### config.mk
export PLATFORM = sky130hd
export DESIGN_NAME = ss_freq_cmd
export DESIGN_NICKNAME = d
export VERILOG_FILES = /design/src/rtl/ss_freq_pkg.sv /design/src/rtl/ss_freq_dp.sv /design/src/rtl/ss_freq_ctl.sv /design/src/rtl/ss_freq_cmd.sv
export SDC_FILE = /design/constraint.sdc
export NUM_CORES = 1
export LEC_CHECK = 0
export BUFFER_PORTS_ARGS = -buffer_cell sky130_fd_sc_hd__clkbuf_2
export CAP_MARGIN = 0
export CORE_MARGIN = 2
export CORE_UTILIZATION = 39
export DETAILED_ROUTE_END_ITERATION = 7
export SETUP_SLACK_MARGIN = 0.4
export SLEW_MARGIN = 5
export SYNTH_ARGS = -nofsm -noshare
export SYNTH_HDL_FRONTEND = slang
export SYNTH_SLANG_ARGS = --single-unit
### constraint.sdc
create_clock -name clk -period 17.3 [get_ports clk]
set_clock_uncertainty 0.15 [all_clocks]
set_input_delay 0.865 -clock clk [delete_from_list [all_inputs] [get_ports clk]]
set_output_delay 0.865 -clock clk [all_outputs]
set_load 0.01 [all_outputs]
### src/rtl/ss_freq_pkg.sv
package ss_freq_pkg;

  // Strobes from the control sequencer to the datapath.
  typedef struct packed {
    logic loadMax;   // put the ramp at the maximum frequency
    logic stepDown;  // lower the ramp by one step
    logic snapMin;   // put the ramp at the floor
    logic rampUse;   // ramp takes part in the command selection
  } rampCtl_t;

  // Status from the datapath back to the sequencer.
  typedef struct packed {
    logic fbAbove;   // feedback frequency exceeds the ramp
    logic nearFloor; // next step would reach or pass the floor
  } rampStat_t;

endpackage

### src/rtl/ss_freq_dp.sv
module ss_freq_dp
  import ss_freq_pkg::*;
#(
  parameter int FB_W      = 10,
  parameter int CMD_W     = 16,
  parameter int RATE_W    = 12,
  parameter int DEAD_LVL  = 208,
  parameter int SPAN_LOG2 = 9,
  parameter int FAULT_LVL = 96
) (
  input  logic              clk,
  input  logic              rst_n,
  input  logic [FB_W-1:0]   fbSample,
  input  logic [CMD_W-1:0]  fMinCfg,
  input  logic [CMD_W-1:0]  fMaxCfg,
  input  logic [RATE_W-1:0] rampStep,
  input  rampCtl_t          ctl,
  output rampStat_t         stat,
  output logic [CMD_W-1:0]  rampVal,
  output logic [CMD_W-1:0]  freqCmd,
  output logic              loopBroken
);

  localparam int DW  = SPAN_LOG2 + 1;
  localparam int PW  = CMD_W + DW;
  localparam int TOP_LVL = DEAD_LVL + (1 << SPAN_LOG2);
  localparam logic [FB_W:0] DEAD_V  = (FB_W+1)'(DEAD_LVL);
  localparam logic [FB_W:0] TOP_V   = (FB_W+1)'(TOP_LVL);
  localparam logic [FB_W:0] FAULT_V = (FB_W+1)'(FAULT_LVL);
  localparam logic [DW-1:0] FULL_D  = {1'b1, {SPAN_LOG2{1'b0}}};

  logic [FB_W:0]    fbExt;
  logic [DW-1:0]    delta;
  logic [CMD_W-1:0] span;
  logic [PW-1:0]    prod;
  logic [CMD_W-1:0] fbFreq;
  logic [CMD_W-1:0] selVal;
  logic [CMD_W-1:0] lowClamp;
  logic [CMD_W-1:0] cmdNext;
  logic [CMD_W-1:0] rampQ;
  logic [CMD_W:0]   floorReach;

  assign fbExt = {1'b0, fbSample};

  // Feedback to frequency: dead zone, linear slope, saturation.
  always_comb begin
    span = (fMaxCfg > fMinCfg) ? (fMaxCfg - fMinCfg) : '0;
    if (fbExt <= DEAD_V) begin
      delta = '0;
    end else if (fbExt >= TOP_V) begin
      delta = FULL_D;
    end else begin
      delta = DW'(fbExt - DEAD_V);
    end
    prod   = PW'(span) * PW'(delta);
    fbFreq = fMinCfg + CMD_W'(prod >> SPAN_LOG2);
  end

  // Larger of ramp and feedback, then limit to the band.
  always_comb begin
    selVal   = (ctl.rampUse && (rampQ > fbFreq)) ? rampQ : fbFreq;
    lowClamp = (selVal < fMinCfg) ? fMinCfg : selVal;
    cmdNext  = (lowClamp > fMaxCfg) ? fMaxCfg : lowClamp;
  end

  assign floorReach     = {1'b0, fMinCfg} + (CMD_W+1)'(rampStep);
  assign stat.fbAbove   = fbFreq > rampQ;
  assign stat.nearFloor = {1'b0, rampQ} <= floorReach;

  always_ff @(posedge clk or negedge rst_n) begin
    if (!rst_n) begin
      rampQ <= '0;
    end else if (ctl.loadMax) begin
      rampQ <= fMaxCfg;
    end else if (ctl.snapMin) begin
      rampQ <= fMinCfg;
    end else if (ctl.stepDown) begin
      rampQ <= rampQ - CMD_W'(rampStep);
    end
  end

  always_ff @(posedge clk or negedge rst_n) begin
    if (!rst_n) begin
      freqCmd    <= '0;
      loopBroken <= 1'b0;
    end else begin
      freqCmd    <= cmdNext;
      loopBroken <= fbExt < FAULT_V;
    end
  end

  assign rampVal = rampQ;

endmodule

### src/rtl/ss_freq_ctl.sv
module ss_freq_ctl
  import ss_freq_pkg::*;
#(
  parameter int PRESCALE = 16
) (
  input  logic      clk,
  input  logic      rst_n,
  input  logic      softTrig,
  input  rampStat_t stat,
  output rampCtl_t  ctl,
  output logic      softActive
);

  localparam int CNT_W = (PRESCALE > 1) ? $clog2(PRESCALE) : 1;
  localparam logic [CNT_W-1:0] LAST_CNT = CNT_W'(PRESCALE - 1);

  logic             activeQ;
  logic [CNT_W-1:0] cntQ;
  logic             tick;
  logic             running;

  assign tick    = (cntQ == LAST_CNT);
  assign running = activeQ && !softTrig && !stat.fbAbove;

  always_comb begin
    ctl.loadMax  = softTrig;
    ctl.stepDown = running && tick && !stat.nearFloor;
    ctl.snapMin  = running && tick && stat.nearFloor;
    ctl.rampUse  = activeQ;
  end

  always_ff @(posedge clk or negedge rst_n) begin
    if (!rst_n) begin
      activeQ <= 1'b0;
      cntQ    <= '0;
    end else if (softTrig) begin
      activeQ <= 1'b1;
      cntQ    <= '0;
    end else if (running) begin
      if (tick) begin
        cntQ <= '0;
        if (stat.nearFloor) begin
          activeQ <= 1'b0;
        end
      end else begin
        cntQ <= cntQ + 1'b1;
      end
    end else begin
      activeQ <= 1'b0;
      cntQ    <= '0;
    end
  end

  assign softActive = activeQ;

endmodule

### src/rtl/ss_freq_cmd.sv
module ss_freq_cmd
  import ss_freq_pkg::*;
#(
  parameter int FB_W      = 10,
  parameter int CMD_W     = 16,
  parameter int RATE_W    = 12,
  parameter int DEAD_LVL  = 208,
  parameter int SPAN_LOG2 = 9,
  parameter int FAULT_LVL = 96,
  parameter int PRESCALE  = 16
) (
  input  logic              clk,
  input  logic              rst_n,
  input  logic [FB_W-1:0]   fbSample,
  input  logic [CMD_W-1:0]  fMinCfg,
  input  logic [CMD_W-1:0]  fMaxCfg,
  input  logic              softTrig,
  input  logic [RATE_W-1:0] rampStep,
  output logic [CMD_W-1:0]  freqCmd,
  output logic              loopBroken,
  output logic              softActive
);

  rampCtl_t         ctlStb;
  rampStat_t        dpStat;
  logic [CMD_W-1:0] rampVal;

  ss_freq_ctl #(
    .PRESCALE(PRESCALE)
  ) u_ctl (
    .clk       (clk),
    .rst_n     (rst_n),
    .softTrig  (softTrig),
    .stat      (dpStat),
    .ctl       (ctlStb),
    .softActive(softActive)
  );

  ss_freq_dp #(
    .FB_W     (FB_W),
    .CMD_W    (CMD_W),
    .RATE_W   (RATE_W),
    .DEAD_LVL (DEAD_LVL),
    .SPAN_LOG2(SPAN_LOG2),
    .FAULT_LVL(FAULT_LVL)
  ) u_dp (
    .clk       (clk),
    .rst_n     (rst_n),
    .fbSample  (fbSample),
    .fMinCfg   (fMinCfg),
    .fMaxCfg   (fMaxCfg),
    .rampStep  (rampStep),
    .ctl       (ctlStb),
    .stat      (dpStat),
    .rampVal   (rampVal),
    .freqCmd   (freqCmd),
    .loopBroken(loopBroken)
  );

endmodule

# After elaboration in Yosys (flattened, before gate mapping)
# Cells that the tools add are included.
dict set report word_totals {
  reg_bits 38
  latchBits 0
  mem_bits_rw 0
  romBits 0
  input_bits 57
  out_inout_bits 18
  word_cells 51
  mem_count 0
}
dict set report classes {
  addsub 6
  multipliers 1
  div_mod_pow 0
  magnitude_cmp 9
  eq_ne 3
  shifts 0
  mux 16
  bitwise_logic 0
  n_reduce_logical 11
}
# op count
set op_table {}
lappend op_table {{two-way mux 16 bit} 7}
lappend op_table {{> comparator 16 bit} 4}
lappend op_table {{multiplier 16 x 10 -> 25 bit} 1}
lappend op_table {{two-way mux 10 bit} 2}
lappend op_table {{adder 16 x 12 -> 17 bit} 1}
lappend op_table {{less-or-equal comparator 16 x 17 -> 1 bit} 1}
lappend op_table {{adder 16 bit} 1}
lappend op_table {{less-than comparator 16 bit} 1}
lappend op_table {{subtractor 16 x 12 -> 16 bit} 1}
lappend op_table {{subtractor 16 bit} 1}
lappend op_table {{two-way mux 4 bit} 3}
lappend op_table {{greater-or-equal comparator 10 bit (second input constant)} 1}
lappend op_table {{less-or-equal comparator 10 x 8 -> 1 bit (second input constant)} 1}
lappend op_table {{less-than comparator 10 x 7 -> 1 bit (second input constant)} 1}
lappend op_table {{subtractor 10 x 8 -> 10 bit (second input constant)} 1}
lappend op_table {{logical AND 1 bit} 6}
lappend op_table {{!= test 3 x 2 -> 1 bit (second input constant)} 2}
lappend op_table {{adder 4 x 1 -> 4 bit (second input constant)} 1}
lappend op_table {{== test 4 bit (second input constant)} 1}
lappend op_table {{two-way mux 1 bit} 4}
lappend op_table {{zero test 1 bit} 3}
lappend op_table {{nonzero test 3 bit} 1}
lappend op_table {{AND reduction 2 bit} 1}

# Depth between registers and ports, before layout
# Gate-level depths: netlist of run 1.
dict set report logic_depth {
  ltp_word 13
  ltp_mapped 72
  depth_no_buf 68
}

# Modules after synthesis
# From an unflattened synthesis of run 1, not the netlist that was laid out.
dict set report unflattened {
  hier_cells 1389
  hier_area_um2 11253.3
}
# module n_inst cells_per_inst area_each_um2 seq_area_each_um2
set by_module_without_submodules {}
lappend by_module_without_submodules {ss_freq_dp 1 1364 10993.0 825.8}
lappend by_module_without_submodules {ss_freq_ctl 1 25 260.2 125.1}

# Worst setup path before layout of run 1
# Ideal clock, no wire load.
dict set report synth_timing {
  kind {input to register}
  from {in fMinCfg[1]}
  to {reg u_dp.freqCmd[10]}
  setup_time_ns 0.125
  arrival_time_ns 14.247
  t_required_ns 17.025
  path_slack_ns 2.778
  path_stages 62
  path_buffers 2
  path_cell_list {inv_1 ha_1 nor2b_1 o31a_2 o41ai_2 o21ai_0 a21oi_1 o21bai_1 a21oi_1 xnor2_1 nand3_1 fa_1 inv_1 fa_1 fa_1 fa_1 inv_1 fa_1 [... 26 more ...] ha_1 nand4_1 nor2_1 o2111ai_1 or3b_4 nand2_4 mux2_2 ha_1 nor2b_1 o21a_1 o21a_1 o21ai_0 a21oi_1 nor3_1 nor4_1 o21ai_1 clkbuf_1 mux2_2}
}
dict set report synth_between {
  elab_chain_cells 11
  word_cells_on_any_way 12
  classes_between {2 x add/sub; 1 x mul; 4 x order compare; 4 x mux; 1 x reduce/logical}
}
# element line
set synth_lines {}
lappend synth_lines {{start, declared} ss_freq_cmd.sv:15} ;# input logic [CMD_W-1:0] fMinCfg,
lappend synth_lines {{subtractor 16 bit / > comparator 16 bit (equally long branches)} ss_freq_dp.sv:47} ;# span = (fMaxCfg > fMinCfg) ? (fMaxCfg - fMinCfg) : '0;
lappend synth_lines {{two-way mux 16 bit} ss_freq_dp.sv:47}
lappend synth_lines {{multiplier 16 x 10 -> 25 bit} ss_freq_dp.sv:55} ;# prod = PW'(span) * PW'(delta);
lappend synth_lines {{adder 16 bit} ss_freq_dp.sv:56} ;# fbFreq = fMinCfg + CMD_W'(prod >> SPAN_LOG2);
lappend synth_lines {{> comparator 16 bit} ss_freq_dp.sv:61} ;# selVal = (ctl.rampUse && (rampQ > fbFreq)) ? rampQ : fbFreq;
lappend synth_lines {{logical AND 1 bit} ss_freq_dp.sv:61}
lappend synth_lines {{two-way mux 16 bit} ss_freq_dp.sv:61}
lappend synth_lines {{less-than comparator 16 bit} ss_freq_dp.sv:62} ;# lowClamp = (selVal < fMinCfg) ? fMinCfg : selVal;
lappend synth_lines {{two-way mux 16 bit (*)} ss_freq_dp.sv:62}
lappend synth_lines {{> comparator 16 bit} ss_freq_dp.sv:63} ;# cmdNext = (lowClamp > fMaxCfg) ? fMaxCfg : lowClamp;
lappend synth_lines {{two-way mux 16 bit (*)} ss_freq_dp.sv:63}
lappend synth_lines {{named net u_dp.cmdNext[10]} ss_freq_dp.sv:39} ;# logic [CMD_W-1:0] cmdNext;
lappend synth_lines {{end signal, assigned} ss_freq_dp.sv:87} ;# freqCmd <= cmdNext;
lappend synth_lines {{end, declared} ss_freq_dp.sv:20} ;# output logic [CMD_W-1:0] freqCmd,
# Mark *: on every way through the listed nets, which the timed path passes. The rest lies on a longest branch.
# A chain may end at the register's enable or synchronous reset.

# Worst setup path after layout of run 1
dict set report layout_timing {
  from {in fMinCfg[13]}
  to {reg u_dp.freqCmd[4]}
}
# Same word-level chain as after synthesis.

==> results of run 1 <==
layout make-up:
| type | instances | area share (%) |
|---|---|---|
| Multi-Input combinational cell | 1075 | 77.4 |
| Sequential cell | 38 | 7.83 |
| Timing Repair Buffer | 80 | 3.52 |
| Inverter | 197 | 6.09 |
| Clock inverter | 1 | 0.0412 |
| Tap cell | 384 | 3.95 |
| Clock buffer | 7 | 1.17 |
synthesized netlist by cell type (18+ instances only):
cell type,count
a21o_1,26
a21oi_1,75
and2_1,18
and3_1,19
clkbuf_1,26
dfrtp_1,38
fa_1,112
ha_1,177
inv_1,197
mux2_2,28
nand2_1,120
nand3_1,28
nand4_1,20
nor2_1,114
nor2b_1,22
nor3_1,19
o21ai_0,42
xnor2_1,46
xor2_1,23
layer usage:
layer	vias to the layer above	wire length, um	track usage [%]
met2	307	15300	36.6
met4	0	722	4.63
met1	4742	15400	31.6
met5	-	0	0
met3	52	1910	2.65
li1	4680	-	-
worst paths after layout:
check                      slack [ns]                         end  cells past startpoint
hold reg to reg                  0.35     u_ctl.cntQ[0]$_DFF_PN0_                      1
setup reg to reg                10.26   u_dp.freqCmd[4]$_DFF_PN0_                     28
max in group asynchronous       15.80   u_dp.freqCmd[1]$_DFF_PN0_                      1
hold / removal                   0.35     u_ctl.cntQ[0]$_DFF_PN0_                      1
setup / recovery                 1.38   u_dp.freqCmd[4]$_DFF_PN0_                     64
min in group asynchronous        0.57  u_dp.freqCmd[10]$_DFF_PN0_                      1
registers in the layout, indices dropped and copies added (netlist names):
register and cells:
u_dp.freqCmd 16, u_ctl.cntQ 4, u_dp.rampVal 16, u_ctl.softActive 1
u_dp.loopBroken 1
kinds of logic after synthesis:
kind of cell | count (synthesis) | share of synthesized area, %
multiplexers | 45 | 4.75
AO/OA/AOI/OAI | 258 | 15.6
AND/OR/NAND/NOR | 411 | 17.7
buffers and inverters | 230 | 7.82
flip-flops | 38 | 8.50
XOR/XNOR | 72 | 5.89
adder cells (fa/ha/maj) | 289 | 39.8
timing repair:
action	in CTS	in global routing
setup endpoints to repair	0	16
hold endpoints to repair	0	0
resized for setup	0	6
buffers inserted	0	1
stage by stage:
step | hold WS (ns) | power [uW]
floorplan | 0.310 | 1130
global placement | 0.328 | 1440
detailed placement | 0.342 | 1450
CTS | 0.355 | 1560
global route | 0.368 | 1760
finish | 0.355 | 1600
power groups by stage:
stage	clock [uW]	combinational, uW	sequential, uW
3_5_place_dp	0	1310	139
5_1_grt	99.9	1520	140
6_report	95.5	1370	138
3_3_place_gp	0	1300	141
2_1_floorplan	0	987	141
4_1_cts	96.2	1330	138
==> impl_metrics.toml, run 1 <==
[global_routing]
antenna_found_initial = 0
grt_pass1_wl_mm = 53.3
grt_max_degree = 39
grt_use_total_pct = 22.3
overflow = 0
first_global_vias = 9825

[cells_and_area]
nNetsFinal = 1743
final_cells = 1782
register_area_um2 = 951
final_cell_mix = "197 x inv_1, 177 x ha_1, 120 x nand2_1"
layout-drive-gt1-share_pct = 10.7
syn2layout_area_growth_pct = 8.55
fillers = 2910
diodes = 0
fin_area_um2 = 12200
final_common_cell = "inv_1"
finish.utilization_pct = 42.7
multi_input_area_um2 = 9400

[die]
row_count = 62
core-area_um2 = 28500
ios = 75
die-area_um2 = 30100
fp.dieW_um = 173
initial_utilization_pct = 39.3
die-height_um = 173

[setup_path]
cpMostUsedCell = "ha_1"
start_kind = "input port"
arrival_ns = 15.94
worst-path-buf-inv = 8
cp_top_family = "adder cells"
path_max_fanout = 32
crit_slowest_cell = "fa_1"
r2r_start = "u_dp.rampVal[9]$_DFFE_PN0P_"
crit_type = "input port to flip-flop"
critPathRequiredTime_ns = 17.32
max_stage_delay_ns = 0.53
crit_start = "fMinCfg[13]"
critPathCaptureType = "flip-flop"

[pwr]
irDropWorstVdd_v = 0.000102
powerDensity_nw_per_um2 = 132
p_comb_share_pct = 85.4
pwr-share-clk_pct = 6.0
switching_share_pct = 51.5
p_switching_uw = 824
leakagePower_uw = 0.00630
seqPwrFrac_pct = 8.6
intPower_uw = 777

[cts]
numClockSinks = 38
numCtsBuffers = 5
clockBufferDepth = 2
postCtsHoldBufs = 0
path_clk_slew_ns = 0.06
tritoncts = "done"
root_buffer = "clkbuf_16"
htreeDepth = 2
clk_latency_ns = 0.29

[placed_design]
gp_congestion = 0.913
place_ws_ns = 0.664
portBuffers = 74
dp_hpwl_mm = 28.1
placed_cells = 1773
place_area_um2 = 11900

[job]
maxCapViolations = 0

[sta]
post-route-period-util_pct = 92.0
finalMaxSlewViolations = 0
timing.final.ws_setup_ns = 1.38
tightestPinTransition_ns = 1.18
rsz0062_at_grt = "false"
fin_crit_ns = 15.92
setup_tns_ns = 0
hold_viol_final = 0
fmaxAchievable_mhz = 62.8
setup_viol = 0
max-slew-margin-rel_pct = 21.6

[worst_hold_path]
min_from = "u_ctl.cntQ[0]$_DFF_PN0_"
hp-class = "flip-flop to flip-flop"

[logic_synthesis]
synth_edf_count = 0
yosysWarnings = 0
synthDominantCellAreaShare_pct = 20.0
yosys_most_used_dff = "dfrtp_1"
ys_seq_area_share_pct = 8.50
yosysTopAreaCell = "fa_1"
syn_inst = 1343
ys_top_cells_by_area = "fa_1 20%, ha_1 20%, dfrtp_1 8.5%"
avgSynthCellArea_um2 = 8.33
syn-cell-area_um2 = 11200
syn_nets = 1689
synth_seq_cells = 38
async_reset_ff_share_pct = 100
synth_cell_types = 83

[route]
drtPass1Iterations = 7
antenna_left = 0
drtIter0Drc = 567
drt-wirelength-per-cell_um = 18.7
routed_wl_mm = 33.3
drc_errors = 0
viasPerCell = 5.49
vias = 9781

[run_status]
status = "finished, final reports clean"
(Power assumes the default switching activity.)
==> run 2, diff against run 1 <==
==> constraint.sdc (replaced) <==
create_clock -name clk -period 18.8 [get_ports clk]
set_clock_uncertainty 0.15 [all_clocks]
set_input_delay 0.94 -clock clk [delete_from_list [all_inputs] [get_ports clk]]
set_output_delay 0.94 -clock clk [all_outputs]
set_load 0.01 [all_outputs]
==> run 2 against run 1 <==
Against the previous run:
- setup slack improved by 0.73 ns
- first-iteration DRC count is 37% higher
- power fell by 10%
- sequential power down 9%
- highest routed layer unchanged
==> impl_metrics.toml, run 2 (synthesis gave the netlist of run 1 again) <==
[setup_path]
max_stage_delay_ns = 0.81
rr_worst_depth = 27
r2r_start = "u_dp.rampVal[9]$_DFFE_PN0P_"
critPathCaptureType = "flip-flop"
critPathRequiredTime_ns = 18.82
reg2reg_to = "u_dp.freqCmd[11]$_DFF_PN0_"
start_kind = "input port"
crit_slowest_cell = "o21ai_2"
regToRegSetupSlack_ns = 11.59
crit_type = "input port to flip-flop"
path_max_fanout = 43
arrival_ns = 16.70

[route]
antenna_left = 0
vias = 9734
viasPerCell = 5.48
drt-wirelength-per-cell_um = 18.3
drc_errors = 0
routed_wl_mm = 32.5
drtIter0Drc = 777
drtPass1Iterations = 6

[sta]
tightestPinTransition_ns = 1.24
setup_viol = 0
fin_crit_ns = 16.69
hold_viol_final = 0
timing.final.ws_setup_ns = 2.11
fmaxAchievable_mhz = 59.9
rsz0062_at_grt = "false"
finalMaxSlewViolations = 0
setup_tns_ns = 0
post-route-period-util_pct = 88.8
max-slew-margin-rel_pct = 17.6

[cts]
postCtsHoldBufs = 0
tritoncts = "done"
root_buffer = "clkbuf_16"
numClockSinks = 38
cts_setup_buffers = 0
post_cts_resized = 0
path_clk_slew_ns = 0.06
clk_latency_ns = 0.29
clockBufferDepth = 2
htreeDepth = 2
numCtsBuffers = 5

[pwr]
total_power_uw = 1430
leakagePower_uw = 0.00627
irDropWorstVdd_v = 0.0000919
powerDensity_nw_per_um2 = 119

[die]
die-height_um = 173
core-area_um2 = 28500
initial_utilization_pct = 39.3
ios = 75
row_count = 62
fp.dieW_um = 173
die-area_um2 = 30100

[cells_and_area]
final_common_cell = "inv_1"
multi_input_area_um2 = 9370
register_area_um2 = 951
syn2layout_area_growth_pct = 7.76
final_cell_mix = "197 x inv_1, 177 x ha_1, 120 x nand2_1"
fillers = 2897
nNetsFinal = 1739
diodes = 0
layout-drive-gt1-share_pct = 10.3

[worst_hold_path]
min_from = "u_ctl.cntQ[3]$_DFF_PN0_"
hp-class = "flip-flop to flip-flop"
min_to = "u_ctl.cntQ[3]$_DFF_PN0_"
holdPathStages = 1

[run_status]
status = "finished, final reports clean"

[placed_design]
portBuffers = 74
dp_hpwl_mm = 27.4
gp_congestion = 0.904
place_ws_ns = 2.10

[global_routing]
overflow = 0
antenna_found_initial = 0
grt_use_total_pct = 21.9
grt_pass1_wl_mm = 52.6
first_global_vias = 9799
grt_max_degree = 44

[job]
maxCapViolations = 0
## run 2: how the worst max path moves through the flow
stage                 from                          to  slack (ns)  depth (start not counted)
2_1_floorplan   fMinCfg[1]  u_dp.freqCmd[10]$_DFF_PN0_        4.20                         62
3_3_place_gp   fMinCfg[15]  u_dp.freqCmd[14]$_DFF_PN0_        2.45                         61
6_report       fMinCfg[10]  u_dp.freqCmd[11]$_DFF_PN0_        2.11                         62
4_1_cts        fMinCfg[10]  u_dp.freqCmd[11]$_DFF_PN0_        2.33                         62
5_1_grt        fMinCfg[10]  u_dp.freqCmd[11]$_DFF_PN0_        1.12                         62
3_5_place_dp   fMinCfg[10]  u_dp.freqCmd[11]$_DFF_PN0_        2.10                         62
## run 2: cell type report
type,instances,area share [%]
tap,384,3.98
timing repair buffer,76,3.20
clock buffer,5,1.04
sequential,38,7.88
multi-input combinational,1075,77.7
clock inverter,2,0.0830
inverter,197,6.13
## run 2: critical path, delay by kind of cell
family / cells / cell delay (ns)
adders and majority gates: 11 / 4.48
and+or+nand+nor: 20 / 3.71
AOI/OAI and AO/OA: 18 / 5.01
muxes: 2 / 0.82
xor gates and xnor gates: 2 / 0.60
buffers and inverters: 9 / 1.09
## run 2: report_power, final
| part | switching, uW | internal [uW] |
|---|---|---|
| Clock | 35.8 | 48.0 |
| Combinational | 688 | 537 |
| Sequential | 17.3 | 109 |
## run 2: metal layers
layer | part of all wire (%) | GRT usage (%)
met1 | 46 | 31.2
met2 | 45 | 35.2
met3 | 5.5 | 2.70
met4 | 2.7 | 5.76
met5 | 0 | 0
## run 2: per-stage QoR
stage / cells / instance area (um2) / util (%) / hold WS [ns]
floorplan: 1343 / 11200 / - / 0.310
global placement: 1770 / 11900 / 41.9 / 0.337
detailed placement: 1770 / 11900 / 41.9 / 0.341
CTS: 1777 / 12100 / 42.4 / 0.349
global route: 1777 / 12100 / 42.4 / 0.361
finish: 1777 / 12100 / 42.4 / 0.344
==> run 3, diff against run 2 <==
--- a/config.mk
+++ b/config.mk
@@ -5,6 +5,7 @@
 export SDC_FILE = /design/constraint.sdc
 export NUM_CORES = 1
 export LEC_CHECK = 0
+export ABC_AREA = 1
 export BUFFER_PORTS_ARGS = -buffer_cell sky130_fd_sc_hd__clkbuf_2
 export CAP_MARGIN = 0
 export CORE_MARGIN = 2
==> run 3 against run 2 <==
Against the previous run:
- synthesized area rose by 4.6%
- first-iteration DRC count is 5.3% higher
- non-clock buffer count rose by 1
- global-route usage is 1.3 points higher
- utilization increased by 0.41 points
- die area up 4.5%
- via count rose by 11%
- sequential power increased by 9.5%
- largest cell class unchanged
- largest power group unchanged
==> impl_metrics.toml, run 3 <==
[setup_path]
cp.depth = 66
critPathCaptureType = "flip-flop"
reg2reg_to = "u_dp.freqCmd[7]$_DFF_PN0_"
worst-path-buf-inv = 12
max_stage_delay_ns = 0.73
r2r_start = "u_dp.rampVal[13]$_DFFE_PN0P_"
cp_top_family = "adder cells"
path_max_fanout = 31
rr_worst_depth = 30
critPathRequiredTime_ns = 18.82
crit_slowest_cell = "nand2_1"
start_kind = "input port"
crit_type = "input port to flip-flop"
regToRegSetupSlack_ns = 12.04
arrival_ns = 15.42

[logic_synthesis]
ys_seq_area_share_pct = 8.12
async_reset_ff_share_pct = 100
synth_most_common_cell = "nand2_1"
synth_seq_cells = 38
syn_inst = 1679
yosysTopAreaCell = "fa_1"
ys_top_cells_by_area = "fa_1 19%, ha_1 19%, nand2_1 11%"
synthDominantCellAreaShare_pct = 19.2
yosysWarnings = 0
avgSynthCellArea_um2 = 6.97
yosys_most_used_dff = "dfrtp_1"
synth_edf_count = 0
syn_nets = 2025
synth_cell_types = 50
syn-cell-area_um2 = 11700
synth_commonest_cells = "357 x nand2_1, 319 x inv_1, 177 x ha_1"

[die]
die-height_um = 177
die-area_um2 = 31400
fp.dieW_um = 177
ios = 75
row_count = 63
core-area_um2 = 29600
initial_utilization_pct = 39.6

[global_routing]
grt_max_degree = 39
antenna_found_initial = 0
grt.busiest_layer = "met2"
grtUsageMet2_pct = 35.7
grt_use_total_pct = 23.2
grt_use_met1_pct = 35.3
first_global_vias = 10451
overflow = 0
grt.met3_usage_pct = 2.45
grt_pass1_wl_mm = 56.8

[sta]
fmaxAchievable_mhz = 64.9
setup_tns_ns = 0
setup_viol = 0
tightestPinTransition_ns = 1.15
fin_crit_ns = 15.41
max-slew-margin-rel_pct = 23.1
rsz0062_at_grt = "false"
post-route-period-util_pct = 81.9
hold_viol_final = 0
finalMaxSlewViolations = 0

[cts]
root_buffer = "clkbuf_16"
tritoncts = "done"
path_clk_slew_ns = 0.06
clk_latency_ns = 0.30
htreeDepth = 2
cts_setup_buffers = 0
numClockSinks = 38
numCtsBuffers = 5
clockBufferDepth = 2
postCtsHoldBufs = 0
post_cts_resized = 0

[placed_design]
gp_congestion = 0.919
dp_hpwl_mm = 30.4
portBuffers = 74

[route]
drtPass1Iterations = 7
drtIter0Drc = 818
drc_errors = 0
vias = 10837
drt-wirelength-per-cell_um = 16.6
viasPerCell = 5.09
routed_wl_mm = 35.4
antenna_left = 0

[cells_and_area]
final_cell_mix = "357 x nand2_1, 319 x inv_1, 177 x ha_1"
syn2layout_area_growth_pct = 8.04
fillers = 3117
nNetsFinal = 2084
final_common_cell = "nand2_1"
layout-drive-gt1-share_pct = 7.94
diodes = 0
finish.utilization_pct = 42.8

[run_status]
status = "finished, final reports clean"

[pwr]
irDropWorstVdd_v = 0.0000874
leakagePower_uw = 0.00707
powerDensity_nw_per_um2 = 154

[job]
maxCapViolations = 0

[worst_hold_path]
min_from = "u_ctl.cntQ[0]$_DFF_PN0_"
holdPathStages = 1
hp-class = "flip-flop to flip-flop"
min_to = "u_ctl.cntQ[0]$_DFF_PN0_"
-- run 3: how the worst max path moves through the flow --
| stage | to | from | slack [ns] |
|---|---|---|---|
| after global placement | u_dp.freqCmd[7]$_DFF_PN0_ | fMinCfg[12] | 3.46 |
| after detailed placement | u_dp.freqCmd[7]$_DFF_PN0_ | fMinCfg[12] | 3.40 |
| after CTS | u_dp.freqCmd[11]$_DFF_PN0_ | fMinCfg[12] | 3.65 |
| after floorplan | u_dp.freqCmd[1]$_DFF_PN0_ | fMinCfg[12] | 6.37 |
| final | u_dp.freqCmd[7]$_DFF_PN0_ | fMinCfg[12] | 3.39 |
| after global routing | u_dp.freqCmd[11]$_DFF_PN0_ | fMinCfg[12] | 2.30 |
-- run 3: cell type report --
type	instances	area [um2]	area share, %
well taps	390	488	3.86
clock buffers	6	139	1.10
repair buffers	77	393	3.11
multi-input cells	1289	9410	74.5
clock inverters	1	30.0	0.237
flip-flops and latches	38	951	7.52
inverters	327	1230	9.73
-- run 3: power breakdown --
part           switching (uW)  internal (uW)  total [uW]
Sequential               22.3            116         138
Combinational            1080            619        1700
Clock                    39.7           65.7         105
-- run 3: through the flow --
stage                     total power (uW)  hold slack (ns)  std cells  area [um2]  setup slack (ns)
after floorplan                       1390            0.282       1679       11700              6.37
after global placement                1800            0.304       2121       12500              3.46
after detailed placement              1810            0.308       2121       12500              3.40
after CTS                             1930            0.316       2128       12600              3.65
after global routing                  2200            0.352       2128       12600              2.30
final                                 1940            0.311       2128       12600              3.39
-- run 3: per-layer routing --
| layer | up-vias | share of wire [%] |
|---|---|---|
| li1 | 5449 | - |
| met1 | 5083 | 50 |
| met2 | 276 | 43 |
| met3 | 29 | 5.2 |
| met4 | 0 | 1.3 |
| met5 | - | 0 |
-- run 3: cells by family (layout without fill, tap and decap cells) --
group	count (synthesis)	count (layout)	share of synthesized area (%)
AND/OR/NAND/NOR	694	694	25.9
buffers and inverters	352	411	11.4
adder cells (fa/ha/maj)	289	289	38.1
AO/OA/AOI/OAI	238	238	11.3
XOR/XNOR	68	68	5.09
flip-flops	38	38	8.12
